File: config.mk
export PLATFORM = sky130hd
export DESIGN_NAME = mdrop_tx
export DESIGN_NICKNAME = d
export VERILOG_FILES = /design/src/rtl/mdrop_tx_pkg.sv /design/src/rtl/mdrop_tx_hold.sv /design/src/rtl/mdrop_tx_baud.sv /design/src/rtl/mdrop_tx_frame.sv /design/src/rtl/mdrop_tx.sv
export SDC_FILE = /design/constraint.sdc
export NUM_CORES = 1
export LEC_CHECK = 0
export BUFFER_PORTS_ARGS = -buffer_cell sky130_fd_sc_hd__buf_2
export CAP_MARGIN = 20
export CELL_PAD_IN_SITES_DETAIL_PLACEMENT = 1
export CELL_PAD_IN_SITES_GLOBAL_PLACEMENT = 1
export CORE_MARGIN = 5
export CORE_UTILIZATION = 42
export DETAILED_ROUTE_END_ITERATION = 8
export PLACE_DENSITY_LB_ADDON = 0.1
export SLEW_MARGIN = 15
export SYNTH_ARGS = -nofsm -noshare
export SYNTH_HDL_FRONTEND = slang
export SYNTH_SLANG_ARGS = --single-unit
File: constraint.sdc
create_clock -name clk -period 2.15 [get_ports clk]
set_input_delay 0.43 -clock clk [delete_from_list [all_inputs] [get_ports clk]]
set_output_delay 0.43 -clock clk [all_outputs]
set_load 0.02 [all_outputs]
File: src/rtl/mdrop_tx_pkg.sv
package mdrop_tx_pkg;

  typedef enum logic [2:0] {
    LN_IDLE  = 3'd0,
    LN_START = 3'd1,
    LN_DATA  = 3'd2,
    LN_TAG   = 3'd3,
    LN_STOP  = 3'd4
  } line_state_e;

endpackage

File: src/rtl/mdrop_tx_hold.sv
module mdrop_tx_hold #(
  parameter int DATA_W = 8,
  parameter int IDX_W  = 3,
  parameter int STOP_W = 2
) (
  input  logic              clk,
  input  logic              rst_n,
  input  logic              tx_en,
  input  logic              in_valid,
  input  logic [DATA_W-1:0] in_data,
  input  logic              in_tag,
  input  logic [IDX_W-1:0]  in_last,
  input  logic [STOP_W-1:0] in_stop,
  input  logic              take,
  output logic              in_ready,
  output logic              full,
  output logic [DATA_W-1:0] h_data,
  output logic              h_tag,
  output logic [IDX_W-1:0]  h_last,
  output logic [STOP_W-1:0] h_stop
);

  logic accept;

  assign in_ready = tx_en & ~full;
  assign accept   = in_valid & in_ready;

  always_ff @(posedge clk) begin
    if (!rst_n) begin
      full   <= 1'b0;
      h_data <= '0;
      h_tag  <= 1'b0;
      h_last <= '0;
      h_stop <= '0;
    end else if (accept) begin
      full   <= 1'b1;
      h_data <= in_data;
      h_tag  <= in_tag;
      h_last <= in_last;
      h_stop <= in_stop;
    end else if (take) begin
      full <= 1'b0;
    end
  end

endmodule

File: src/rtl/mdrop_tx_baud.sv
module mdrop_tx_baud #(
  parameter int TICKS_PER_BIT = 16
) (
  input  logic clk,
  input  logic rst_n,
  input  logic run,
  input  logic baud_tick,
  output logic bit_done
);

  localparam int CNT_W = (TICKS_PER_BIT > 2) ? $clog2(TICKS_PER_BIT) : 1;
  localparam logic [CNT_W-1:0] LAST = CNT_W'(TICKS_PER_BIT - 1);

  logic [CNT_W-1:0] cnt;

  assign bit_done = run & baud_tick & (cnt == LAST);

  always_ff @(posedge clk) begin
    if (!rst_n || !run) begin
      cnt <= '0;
    end else if (baud_tick) begin
      cnt <= (cnt == LAST) ? '0 : cnt + 1'b1;
    end
  end

endmodule

File: src/rtl/mdrop_tx_frame.sv
module mdrop_tx_frame
  import mdrop_tx_pkg::*;
#(
  parameter int DATA_W = 8,
  parameter int IDX_W  = 3,
  parameter int STOP_W = 2
) (
  input  logic              clk,
  input  logic              rst_n,
  input  logic              load,
  input  logic [DATA_W-1:0] ld_data,
  input  logic              ld_tag,
  input  logic [IDX_W-1:0]  ld_last,
  input  logic [STOP_W-1:0] ld_stop,
  input  logic              bit_done,
  output logic              idle,
  output logic              txd
);

  line_state_e       st;
  logic [DATA_W-1:0] sh;
  logic              tag_q;
  logic [IDX_W-1:0]  last_q;
  logic [IDX_W-1:0]  dcnt;
  logic [STOP_W-1:0] stop_q;
  logic [STOP_W-1:0] scnt;

  assign idle = (st == LN_IDLE);

  always_ff @(posedge clk) begin
    if (!rst_n) begin
      st     <= LN_IDLE;
      sh     <= '0;
      tag_q  <= 1'b0;
      last_q <= '0;
      dcnt   <= '0;
      stop_q <= '0;
      scnt   <= '0;
    end else if (load) begin
      st     <= LN_START;
      sh     <= ld_data;
      tag_q  <= ld_tag;
      last_q <= ld_last;
      stop_q <= ld_stop;
      dcnt   <= '0;
      scnt   <= '0;
    end else if (bit_done) begin
      case (st)
        LN_START: st <= LN_DATA;
        LN_DATA: begin
          sh <= sh >> 1;
          if (dcnt == last_q) st <= LN_TAG;
          else                dcnt <= dcnt + 1'b1;
        end
        LN_TAG: st <= LN_STOP;
        LN_STOP: begin
          if (scnt == stop_q) st <= LN_IDLE;
          else                scnt <= scnt + 1'b1;
        end
        default: st <= LN_IDLE;
      endcase
    end
  end

  always_comb begin
    case (st)
      LN_START: txd = 1'b0;
      LN_DATA:  txd = sh[0];
      LN_TAG:   txd = tag_q;
      default:  txd = 1'b1;
    endcase
  end

endmodule

File: src/rtl/mdrop_tx.sv
module mdrop_tx #(
  parameter int DATA_W        = 8,
  parameter int MIN_LEN       = 5,
  parameter int LEN_SEL_W     = 2,
  parameter int STOP_SEL_W    = 2,
  parameter int TICKS_PER_BIT = 16
) (
  input  logic                  clk,
  input  logic                  rst_n,
  input  logic                  tx_en,
  input  logic                  baud_tick,
  input  logic                  in_valid,
  output logic                  in_ready,
  input  logic [DATA_W-1:0]     in_data,
  input  logic                  tag_sel,
  input  logic [LEN_SEL_W-1:0]  len_sel,
  input  logic [STOP_SEL_W-1:0] stop_sel,
  output logic                  txd
);

  localparam int IDX_W = (DATA_W > 2) ? $clog2(DATA_W) : 1;

  logic              hold_full;
  logic [DATA_W-1:0] h_data;
  logic              h_tag;
  logic [IDX_W-1:0]  h_last;
  logic [STOP_SEL_W-1:0] h_stop;
  logic [IDX_W-1:0]  last_idx;
  logic              frame_idle;
  logic              load;
  logic              bit_done;
  int                last_sum;

  // Data length code to index of the final data bit, saturated at DATA_W-1.
  always_comb begin
    last_sum = MIN_LEN - 1 + int'(len_sel);
    if (last_sum > DATA_W - 1) last_sum = DATA_W - 1;
    last_idx = IDX_W'(last_sum);
  end

  assign load = frame_idle & hold_full & tx_en;

  mdrop_tx_hold #(
    .DATA_W (DATA_W),
    .IDX_W  (IDX_W),
    .STOP_W (STOP_SEL_W)
  ) u_hold (
    .clk      (clk),
    .rst_n    (rst_n),
    .tx_en    (tx_en),
    .in_valid (in_valid),
    .in_data  (in_data),
    .in_tag   (tag_sel),
    .in_last  (last_idx),
    .in_stop  (stop_sel),
    .take     (load),
    .in_ready (in_ready),
    .full     (hold_full),
    .h_data   (h_data),
    .h_tag    (h_tag),
    .h_last   (h_last),
    .h_stop   (h_stop)
  );

  mdrop_tx_baud #(
    .TICKS_PER_BIT (TICKS_PER_BIT)
  ) u_baud (
    .clk       (clk),
    .rst_n     (rst_n),
    .run       (~frame_idle),
    .baud_tick (baud_tick),
    .bit_done  (bit_done)
  );

  mdrop_tx_frame #(
    .DATA_W (DATA_W),
    .IDX_W  (IDX_W),
    .STOP_W (STOP_SEL_W)
  ) u_frame (
    .clk      (clk),
    .rst_n    (rst_n),
    .load     (load),
    .ld_data  (h_data),
    .ld_tag   (h_tag),
    .ld_last  (h_last),
    .ld_stop  (h_stop),
    .bit_done (bit_done),
    .idle     (frame_idle),
    .txd      (txd)
  );

endmodule

; Word-level counts from Yosys, hierarchy flattened
; Index checks and enable logic that the tools add are counted.
[word_totals]
regBits = 41
in_bits = 18
out_inout_bits = 2
word_cells = 66
[classes]
n_addsub = 4
n_lt_le_gt_ge = 1
n_eq_ne = 11
muxes = 13
bitwise_logic = 11
reduce_logical = 12
[op_table]
columns = operator, count
row1 = 2-to-1 mux 8 bit, 3
row2 = one-hot mux 3 bit (4 select lines), 1
row3 = AND reduction 3 bit, 4
row4 = 2-to-1 mux 3 bit, 3
row5 = AND 1 bit, 6
row6 = == test 3 x 2 -> 1 bit (second input constant), 2
row7 = != test 3 x 2 -> 1 bit (second input constant), 2
row8 = nonzero test 2 bit, 3
row9 = NOT 1 bit, 5
row10 = adder 3 x 2 -> 4 bit (first input constant), 1
row11 = adder 4 x 1 -> 4 bit (second input constant), 1
row12 = == test 4 bit (second input constant), 1
row13 = greater-than comparator 4 x 3 -> 1 bit (second input constant), 1
row14 = 2-to-1 mux 1 bit, 4
row15 = 2-to-1 mux 4 bit, 1
row16 = != test 2 x 1 -> 1 bit (second input constant), 2
row17 = adder 3 x 1 -> 3 bit (second input constant), 1
row18 = == test 3 x 1 -> 1 bit (second input constant), 1
row19 = == test 3 bit, 1
row20 = == test 3 bit (second input constant), 1
row21 = zero test 3 bit, 1
row22 = one-hot mux 1 bit (3 select lines), 1
row23 = adder 2 x 1 -> 2 bit (second input constant), 1
row24 = == test 2 bit, 1
row25 = 4 further kinds, 4

; Longest topological paths before layout
; Gate-level depths: netlist (run 1).
[depth]
word_depth = 6
ltp_mapped = 7
ltp_nobuf = 5

; Modules after synthesis
; A second synthesis (run 1) with hierarchy kept.
[unflattened]
hier_cells = 210
area_unflattened_um2 = 1905.6
[by_module_without_submodules]
columns = module, n_inst, cells_per_inst, area_per_inst_um2, seq_area_each_um2
row1 = mdrop_tx_frame, 1, 121, 1086.0, 440.4
row2 = mdrop_tx_hold, 1, 66, 620.6, 300.3
row3 = mdrop_tx_baud, 1, 20, 185.2, 80.1
row4 = mdrop_tx, 1, 3, 13.8, 0.0

; Worst setup path before layout (run 1)
; No wires, ideal clock.
[synth_timing]
path_kind = input to register
startpoint = input port tx_en
endpoint = register u_hold.h_data[4]
setup_time_ps = 70
t_arrival_ps = 1534
required_ps = 2080
path_slack_ps = 545
stages = 6
cell_sequence = nor2b_1 and2_1 clkbuf_1 buf_2 nand2_1 a21oi_1
[synth_via]
elab_chain_len = 2
[synth_lines]
columns = element, line
row1 = start: declaration, mdrop_tx.sv:10  ; input logic tx_en,
row2 = AND 1 bit, mdrop_tx_hold.sv:25  ; assign in_ready = tx_en & ~full;
row3 = AND 1 bit, mdrop_tx_hold.sv:26  ; assign accept = in_valid & in_ready;
row4 = end signal: assignment, mdrop_tx_hold.sv:37  ; h_data <= in_data;
row5 = end: declaration, mdrop_tx_hold.sv:17  ; output logic [DATA_W-1:0] h_data,
; Every way passes these cells.
; A chain may end at the register's enable or synchronous reset.

; Worst setup path in the final report (run 1)
[layout_timing]
startpoint = register u_frame.st[1]
endpoint = output port txd
[layout_via]
elab_chain_len = 2
elab_cells_between_ends = 4
classes_between = 3 x eq/ne / 1 x mux
[layout_lines]
columns = element, line
row1 = start: declaration, mdrop_tx_frame.sv:20  ; line_state_e st;
row2 = start signal: assignment, mdrop_tx_frame.sv:32  ; st <= LN_IDLE;
row3 = start signal: assignment, mdrop_tx_frame.sv:40  ; st <= LN_START;
row4 = start signal: assignment, mdrop_tx_frame.sv:49  ; LN_START: st <= LN_DATA;
row5 = == test 3 x 2 -> 1 bit / == test 3 x 1 -> 1 bit (equally long branches), mdrop_tx_frame.sv:66  ; case (st)
row6 = one-hot mux 1 bit (3 select lines) *, mdrop_tx_frame.sv:66
row7 = end: declaration, mdrop_tx.sv:18  ; output logic txd
; Mark *: on every way between the ends. The rest lies on a longest branch, timed or not.

==> results of run 1 <==
power groups by stage:
stage	sequential [mW]	clock, mW	combinational [mW]
final	0.799	0.630	0.100
after global routing	0.803	0.678	0.115
after CTS	0.799	0.653	0.102
after detailed placement	0.817	0	0.102
after global placement	0.815	0	0.0971
after floorplan	0.809	0	0.0704
worst register-to-register path, stage by stage, from the launching register on:
cell	delay, ns
dfxtp_1	0.38
ha_1	0.21
and4_1	0.35
nand2_1	0.18
or3_1	0.38
a21oi_1	0.16
worst paths after layout:
path | end | slack, ns | cells after the start
max reg2reg | u_frame.dcnt[0]$_SDFFE_PP0P_ | 0.43 | 5
min reg2reg | u_hold.h_data[4]$_SDFFE_PN0P_ | 0.46 | 2
max | txd | 0.31 | 3
min | u_hold.h_last[1]$_SDFFE_PN0P_ | 0.36 | 3
cell usage in the layout, fill, tap and decap left out, drive strengths merged, types with 3 or more instances in the layout:
cell and count:
buf 22, nand3 4, o21ai 9, nor3b 3
o2111ai 3, nand2 58, dfxtp 41, xor2 9
a31oi 8, nor2 11, a21oi 24, clkbuf 7
routing by layer:
layer / up-vias / share of wire, % / global-route usage (%)
met3: 7 / 3.4 / 3.24
met1: 671 / 48 / 19.3
met4: 0 / 2.1 / 9.46
met2: 21 / 47 / 27.1
li1: 751 / - / -
met5: - / 0 / 0
stage by stage:
step	hold slack (ns)	cell area, um^2	util (%)	power (mW)	instances
2_1_floorplan	0.432	1720	-	0.880	211
3_3_place_gp	0.445	1830	46.0	0.912	269
3_5_place_dp	0.449	1830	46.0	0.918	269
4_1_cts	0.356	1940	48.9	1.55	277
5_1_grt	0.364	1940	48.9	1.60	277
6_report	0.365	1940	48.9	1.53	277
cell type report:
cell class | count | area (um^2) | area share [%]
multi-input combinational | 154 | 818 | 42.1
inverter | 2 | 7.51 | 0.386
sequential | 41 | 821 | 42.2
timing repair buffer | 22 | 118 | 6.05
clock buffer | 7 | 86.3 | 4.44
tap | 50 | 62.6 | 3.22
clock inverter | 1 | 30.0 | 1.55
flip-flops by register name (all words and copies together), names as in the netlist, 3 cells and up:
| register | flops |
|---|---|
| u_baud.cnt | 4 |
| u_frame.dcnt | 3 |
| u_frame.last_q | 3 |
| u_frame.sh | 8 |
| u_frame.st | 3 |
| u_hold.h_data | 8 |
| u_hold.h_last | 3 |
cell families (layout without fill, tap and decap cells):
family	count (synthesis)	in the layout	share of synthesized area, %
buf+inv	16	32	4.59
compound gates	51	51	17.5
flops	41	41	47.8
fa+ha+maj	2	2	1.46
simple gates	90	90	23.0
xor+xnor	10	10	5.10
mux	1	1	0.583
==> impl_metrics.prom, run 1 <==
# TYPE chip_impl_metric gauge
chip_impl_metric{name="antenna_cells_inserted",unit=""} 0
chip_impl_metric{name="fp.dieH",unit="um"} 74.0
chip_impl_metric{name="finalWeightedCongestion",unit=""} 0.749
chip_impl_info{name="worst_hold_path_type",value="primary input to register"} 1
chip_impl_metric{name="chipWidth",unit="um"} 74.0
chip_impl_info{name="critPathCaptureType",value="output pin"} 1
chip_impl_metric{name="netlist_instances",unit=""} 211
chip_impl_metric{name="antenna_found_initial",unit=""} 0
chip_impl_metric{name="fp.dieArea",unit="um^2"} 5470
chip_impl_info{name="cts_tree",value="done"} 1
chip_impl_metric{name="synth_sequential_area_ratio",unit="%"} 47.8
chip_impl_metric{name="io_buffers",unit=""} 19
chip_impl_metric{name="drc",unit=""} 0
chip_impl_info{name="post-synth-top-area-cell",value="dfxtp_1"} 1
chip_impl_metric{name="cts.reportedPaths.clkPinSlew",unit="ns"} 0.07
chip_impl_metric{name="max-cap-violations",unit=""} 0
chip_impl_metric{name="groute.usage.overall",unit="%"} 16.2
chip_impl_metric{name="cp.required",unit="ns"} 1.72
chip_impl_info{name="worst_hold_startpoint",value="len_sel[1]"} 1
chip_impl_metric{name="worst_pin_slew",unit="ns"} 0.641
chip_impl_metric{name="detail_route.vias_per_cell",unit=""} 5.23
chip_impl_metric{name="static-leakage-power",unit="nW"} 0.725
chip_impl_metric{name="clkSinkCount",unit=""} 41
chip_impl_metric{name="post_synth_num_cell_types",unit=""} 35
chip_impl_metric{name="htree_num_levels",unit=""} 2
chip_impl_metric{name="pin_count_of_the_biggest_net_entering_global_routing",unit=""} 27
chip_impl_metric{name="ios",unit=""} 20
chip_impl_metric{name="detailedRoute.firstIterationViolations",unit=""} 40
chip_impl_metric{name="hold_viol_final",unit=""} 0
chip_impl_metric{name="avgRoutedWirePerCell",unit="um"} 13.8
chip_impl_metric{name="drv_slew",unit=""} 0
chip_impl_metric{name="finalWirelength",unit="um"} 3830
chip_impl_metric{name="per_instance_average_area_after_synthesis",unit="um^2"} 8.14
chip_impl_metric{name="filler_cell_count",unit=""} 491
chip_impl_info{name="path_delay_family",value="flip-flops"} 1
chip_impl_metric{name="ys_seq_elements",unit=""} 41
chip_impl_metric{name="rows",unit=""} 23
chip_impl_metric{name="finish.net_count",unit=""} 246
chip_impl_metric{name="cts_hold_repair.buffers",unit=""} 0
chip_impl_metric{name="setup_violations",unit=""} 0
chip_impl_metric{name="p_per_area",unit="nW/um^2"} 787
chip_impl_info{name="cts_root_buf",value="clkbuf_8"} 1
chip_impl_info{name="critical_path.cell_chain",value="a21oi_1 -> a311o_1 -> buf_2"} 1
chip_impl_metric{name="cts_max_path_buffers",unit=""} 2
chip_impl_metric{name="fin_skew",unit="ns"} 0.00270
chip_impl_metric{name="synth_nets",unit=""} 231
chip_impl_info{name="cell_with_the_most_instances_after_synthesis",value="nand2_1"} 1
chip_impl_metric{name="grt_remaining_overflow",unit=""} 0
chip_impl_metric{name="ant_nets",unit=""} 0
chip_impl_metric{name="async_reset_ff_share",unit="%"} 0
chip_impl_info{name="critical_path_class",value="register to output pin"} 1
chip_impl_info{name="critPathSlowestCell",value="dfxtp_1"} 1
chip_impl_metric{name="cts_made_buffers",unit=""} 5
chip_impl_metric{name="synth_edf_count",unit=""} 0
chip_impl_metric{name="crit_buf_inv",unit=""} 1
chip_impl_info{name="start_kind",value="register"} 1
chip_impl_metric{name="syn_area",unit="um^2"} 1720
chip_impl_metric{name="max_freq",unit="MHz"} 545
chip_impl_metric{name="final.min_clock_period",unit="ns"} 1.84
chip_impl_metric{name="internal-power",unit="mW"} 1.20
chip_impl_metric{name="critical_path.max_stage_delay",unit="ns"} 0.50
chip_impl_metric{name="via_count_of_the_first_global_routing_pass",unit=""} 1490
chip_impl_metric{name="worst_ir_drop_on_vdd",unit="mV"} 0.337
chip_impl_info{name="netlist_top_cells_area",value="dfxtp_1 (48%), nand2_1 (13%), a21oi_1 (7.0%), xor2_1 (4.6%), a31oi_1 (2.9%)"} 1
chip_impl_metric{name="cp_max_fo",unit=""} 10
chip_impl_info{name="dominantRegCellSynth",value="dfxtp_1"} 1
chip_impl_metric{name="post_cts_resize_count",unit=""} 0
chip_impl_metric{name="detailroute.via_count",unit=""} 1450
chip_impl_metric{name="swShare",unit="%"} 21.5
chip_impl_info{name="worst_setup_path_startpoint",value="u_frame.st[1]$_SDFFE_PP0P_"} 1
chip_impl_info{name="grt_setup_unrepaired",value="false"} 1
chip_impl_metric{name="setup_slack_at_placement",unit="ns"} 0.431
chip_impl_metric{name="max-slew-margin-rel",unit="%"} 57.0
chip_impl_metric{name="power.clock.fraction",unit="%"} 41.2
chip_impl_metric{name="sequential_power_share",unit="%"} 52.2
chip_impl_info{name="ys_top_cells_by_count",value="nand2_1 (58), dfxtp_1 (41), a21oi_1 (24)"} 1
chip_impl_metric{name="post-synth-top-area-fraction",unit="%"} 47.8
chip_impl_metric{name="net-switching-power",unit="mW"} 0.329
chip_impl_metric{name="layout_cell_share_with_drive_strength_beyond_1",unit="%"} 13.2
chip_impl_metric{name="insertion_delay",unit="ns"} 0.29
chip_impl_metric{name="wire_length_of_the_first_global_routing_pass",unit="um"} 6730
chip_impl_metric{name="start_util",unit="%"} 43.3
chip_impl_metric{name="setup_total_negative_slack",unit="ns"} 0
chip_impl_metric{name="syn2layout_area_growth",unit="%"} 13.1
chip_impl_metric{name="share_comb_of_total_power",unit="%"} 6.5
chip_impl_metric{name="post-route-period-util",unit="%"} 85.4
chip_impl_metric{name="floorplan.core_area",unit="um^2"} 3970
chip_impl_metric{name="post_cts_setup_buffer_count",unit=""} 0
chip_impl_metric{name="hpwlAfterDp",unit="um"} 2790
chip_impl_metric{name="fin_ws",unit="ns"} 0.314
chip_impl_info{name="timing.rr.start",value="u_baud.cnt[0]$_SDFFE_PP0P_"} 1
chip_impl_metric{name="worstPathArrival",unit="ns"} 1.41
chip_impl_metric{name="yosysWarnings",unit=""} 0
chip_impl_info{name="status",value="completed"} 1
chip_impl_metric{name="count_of_tritonroute_iterations_in_the_first_routing_pass",unit=""} 4
(Power assumes the default switching activity.)
==> run 2: changes to the inputs <==
- ABC_AREA: default -> 1
==> run 2 against run 1 <==
Against the previous run:
- area after synthesis increased by 4.5%
- critical endpoint unchanged
- power grew 3.0%
- first-iteration DRC count rose by 35%
- maximum frequency is 1.9% lower
- die area rose by 3.9%
- cell count grew 9.4%
- largest power group unchanged
- critical path type unchanged
- critical path depth grew 3
==> impl_metrics.prom, run 2 <==
# TYPE chip_impl_metric gauge
chip_impl_info{name="status",value="completed"} 1
chip_impl_metric{name="setup_total_negative_slack",unit="ns"} 0
chip_impl_metric{name="post-route-period-util",unit="%"} 87.1
chip_impl_metric{name="setup_slack_at_placement",unit="ns"} 0.270
chip_impl_metric{name="chipWidth",unit="um"} 75.4
chip_impl_metric{name="start_util",unit="%"} 43.9
chip_impl_metric{name="worst_pin_slew",unit="ns"} 0.621
chip_impl_info{name="netlist_top_cells_area",value="dfxtp_1 (46%), nand2_1 (10%), a21oi_1 (7.8%), inv_1 (5.4%), o21ai_0 (5.0%)"} 1
chip_impl_metric{name="hold_slack",unit="ns"} 0.399
chip_impl_info{name="post-synth-top-area-cell",value="dfxtp_1"} 1
chip_impl_metric{name="count_of_tritonroute_iterations_in_the_first_routing_pass",unit=""} 4
chip_impl_metric{name="max_freq",unit="MHz"} 534
chip_impl_metric{name="fp.dieH",unit="um"} 75.4
chip_impl_metric{name="wire_length_of_the_first_global_routing_pass",unit="um"} 6790
chip_impl_metric{name="hpwlAfterDp",unit="um"} 2980
chip_impl_metric{name="max-slew-margin-rel",unit="%"} 58.5
chip_impl_info{name="most-common-layout-cells",value="nand2_1 (49), dfxtp_1 (41), a21oi_1 (28)"} 1
chip_impl_metric{name="hold_viol_final",unit=""} 0
chip_impl_metric{name="post_synth_num_cell_types",unit=""} 30
chip_impl_info{name="cts_tree",value="done"} 1
chip_impl_metric{name="place_inst",unit=""} 295
chip_impl_metric{name="pin_count_of_the_biggest_net_entering_global_routing",unit=""} 22
chip_impl_info{name="dominantRegCellSynth",value="dfxtp_1"} 1
chip_impl_metric{name="cts_max_path_buffers",unit=""} 2
chip_impl_info{name="layout.cells.most_common",value="nand2_1"} 1
chip_impl_info{name="cts_root_buf",value="clkbuf_8"} 1
chip_impl_metric{name="finalWirelength",unit="um"} 3970
chip_impl_metric{name="via_count_of_the_first_global_routing_pass",unit=""} 1543
chip_impl_metric{name="cp.required",unit="ns"} 1.72
chip_impl_metric{name="setup_violations",unit=""} 0
chip_impl_metric{name="cts_hold_repair.buffers",unit=""} 0
chip_impl_metric{name="async_reset_ff_share",unit="%"} 0
chip_impl_metric{name="antenna_found_initial",unit=""} 0
chip_impl_metric{name="detailedRoute.firstIterationViolations",unit=""} 54
chip_impl_metric{name="finalWeightedCongestion",unit=""} 0.766
chip_impl_metric{name="clkSinkCount",unit=""} 41
chip_impl_metric{name="detail_route.vias_per_cell",unit=""} 5.07
chip_impl_metric{name="final.min_clock_period",unit="ns"} 1.87
chip_impl_info{name="worst_hold_path_type",value="primary input to register"} 1
chip_impl_metric{name="detailroute.via_count",unit=""} 1537
chip_impl_metric{name="ys_seq_elements",unit=""} 41
chip_impl_metric{name="htree_num_levels",unit=""} 2
chip_impl_metric{name="insertion_delay",unit="ns"} 0.29
chip_impl_info{name="top_regs",value="u_frame.sh x8, u_hold.h_data x8, u_baud.cnt x4"} 1
chip_impl_metric{name="synth_edf_count",unit=""} 0
chip_impl_metric{name="post_cts_setup_buffer_count",unit=""} 0
chip_impl_metric{name="static-leakage-power",unit="nW"} 0.848
chip_impl_metric{name="antenna_cells_inserted",unit=""} 0
chip_impl_metric{name="cp_max_fo",unit=""} 4
chip_impl_metric{name="fin_ws",unit="ns"} 0.278
chip_impl_metric{name="per_instance_average_area_after_synthesis",unit="um^2"} 7.77
chip_impl_info{name="critPathCaptureType",value="output pin"} 1
chip_impl_metric{name="max-cap-violations",unit=""} 0
chip_impl_metric{name="cts.reportedPaths.clkPinSlew",unit="ns"} 0.08
chip_impl_metric{name="floorplan.core_area",unit="um^2"} 4090
chip_impl_metric{name="worstPathArrival",unit="ns"} 1.44
chip_impl_metric{name="ant_nets",unit=""} 0
chip_impl_metric{name="finish.net_count",unit=""} 272
chip_impl_metric{name="synth_nets",unit=""} 251
chip_impl_metric{name="avgRoutedWirePerCell",unit="um"} 13.1
chip_impl_metric{name="grt_remaining_overflow",unit=""} 0
chip_impl_metric{name="syn2layout_area_growth",unit="%"} 13.6
chip_impl_info{name="ys_top_cells_by_count",value="nand2_1 (49), dfxtp_1 (41), a21oi_1 (28)"} 1
chip_impl_metric{name="p_per_area",unit="nW/um^2"} 772
chip_impl_metric{name="syn_area",unit="um^2"} 1800
chip_impl_metric{name="layout_cell_share_with_drive_strength_beyond_1",unit="%"} 16.6
chip_impl_metric{name="fin_skew",unit="ns"} 0.00469
chip_impl_metric{name="groute.usage.overall",unit="%"} 16.0
chip_impl_metric{name="drv_slew",unit=""} 0
chip_impl_metric{name="cts_made_buffers",unit=""} 5
chip_impl_metric{name="io_buffers",unit=""} 19
chip_impl_info{name="grt_setup_unrepaired",value="false"} 1
chip_impl_info{name="start_kind",value="register"} 1
chip_impl_metric{name="yosysWarnings",unit=""} 0
chip_impl_metric{name="rows",unit=""} 23
chip_impl_metric{name="drc",unit=""} 0
chip_impl_metric{name="netlist_instances",unit=""} 231
chip_impl_metric{name="ios",unit=""} 20
chip_impl_metric{name="worst_ir_drop_on_vdd",unit="mV"} 0.365
chip_impl_metric{name="fp.dieArea",unit="um^2"} 5680
chip_impl_metric{name="post-synth-top-area-fraction",unit="%"} 45.7
chip_impl_metric{name="synth_sequential_area_ratio",unit="%"} 45.7
chip_impl_info{name="critical_path_class",value="register to output pin"} 1
chip_impl_info{name="cell_with_the_most_instances_after_synthesis",value="nand2_1"} 1
chip_impl_metric{name="final_cell_count_no_fill",unit=""} 303
chip_impl_metric{name="post_cts_resize_count",unit=""} 0
run 2: cell count changes in the layout (fill, tap and decap cells not counted), moves of 4 or more:
cell	before	now
o21ai_0	9	18
inv_1	1	26
nand2_1	58	49
nor3_1	1	6
xor2_1	9	3
a21oi_1	24	28
o22ai_1	0	5
nand3_1	4	11
a31oi_1	8	0
run 2: critical path: stages (launching register included):
cell and delay (ns):
dfxtp_1 0.34, inv_1 0.18, nand3_1 0.14, inv_1 0.16
nand2_1 0.07, o211ai_1 0.08, buf_2 0.19
run 2: worst paths after layout:
path / endpoint / slack [ns] / cells past startpoint / from
hold / removal: u_hold.h_data[4]$_SDFFE_PN0P_ / 0.40 / 3 / in_data[4]
hold reg to reg: u_hold.h_data[7]$_SDFFE_PN0P_ / 0.46 / 2 / u_hold.h_data[7]$_SDFFE_PN0P_
setup reg to reg: u_hold.h_stop[1]$_SDFFE_PN0P_ / 0.49 / 4 / u_hold.full$_SDFFE_PN0P_
setup / recovery: txd / 0.28 / 6 / u_frame.st[2]$_SDFFE_PP0P_
run 2: cell type report:
type                    instances  area, um^2
fillers                       547        2050
multi-input cells             155         830
flip-flops and latches         41         821
inverters                      30         115
repair buffers                 19        95.1
clock buffers                   7        86.3
well taps                      50        62.6
clock inverters                 1        30.0
run 2: cell families after synthesis:
family,share of synthesized area (%)
compound gates,16.3
fa+ha+maj,1.39
simple gates,25.5
xor+xnor,2.44
mux,0.558
flops,45.7
buf+inv,8.08
run 2: power breakdown:
group / internal, mW / total [mW] / leakage [nW] / switching (mW)
clock: 0.379 / 0.642 / 0.0585 / 0.264
combinational: 0.0461 / 0.129 / 0.456 / 0.0829
sequential: 0.789 / 0.804 / 0.333 / 0.0146
total: 1.21 / 1.58 / 0.848 / 0.361
run 2: routing by layer:
metal / share of wire (%) / wire (um) / up-vias / GRT usage [%]
li1: - / - / 800 / -
met1: 45 / 1770 / 715 / 17.5
met2: 51 / 2020 / 17 / 29.2
met3: 2.9 / 115 / 5 / 4.35
met4: 1.5 / 60 / 0 / 5.83
met5: 0 / 0 / - / 0
run 2: per-stage QoR:
| stage | utilization, % | power [mW] | area (um^2) |
|---|---|---|---|
| after floorplan | - | 0.911 | 1800 |
| after global placement | 47.1 | 0.950 | 1920 |
| after detailed placement | 47.1 | 0.954 | 1920 |
| after CTS | 49.9 | 1.60 | 2040 |
| after global routing | 49.9 | 1.65 | 2040 |
| final | 49.9 | 1.58 | 2040 |
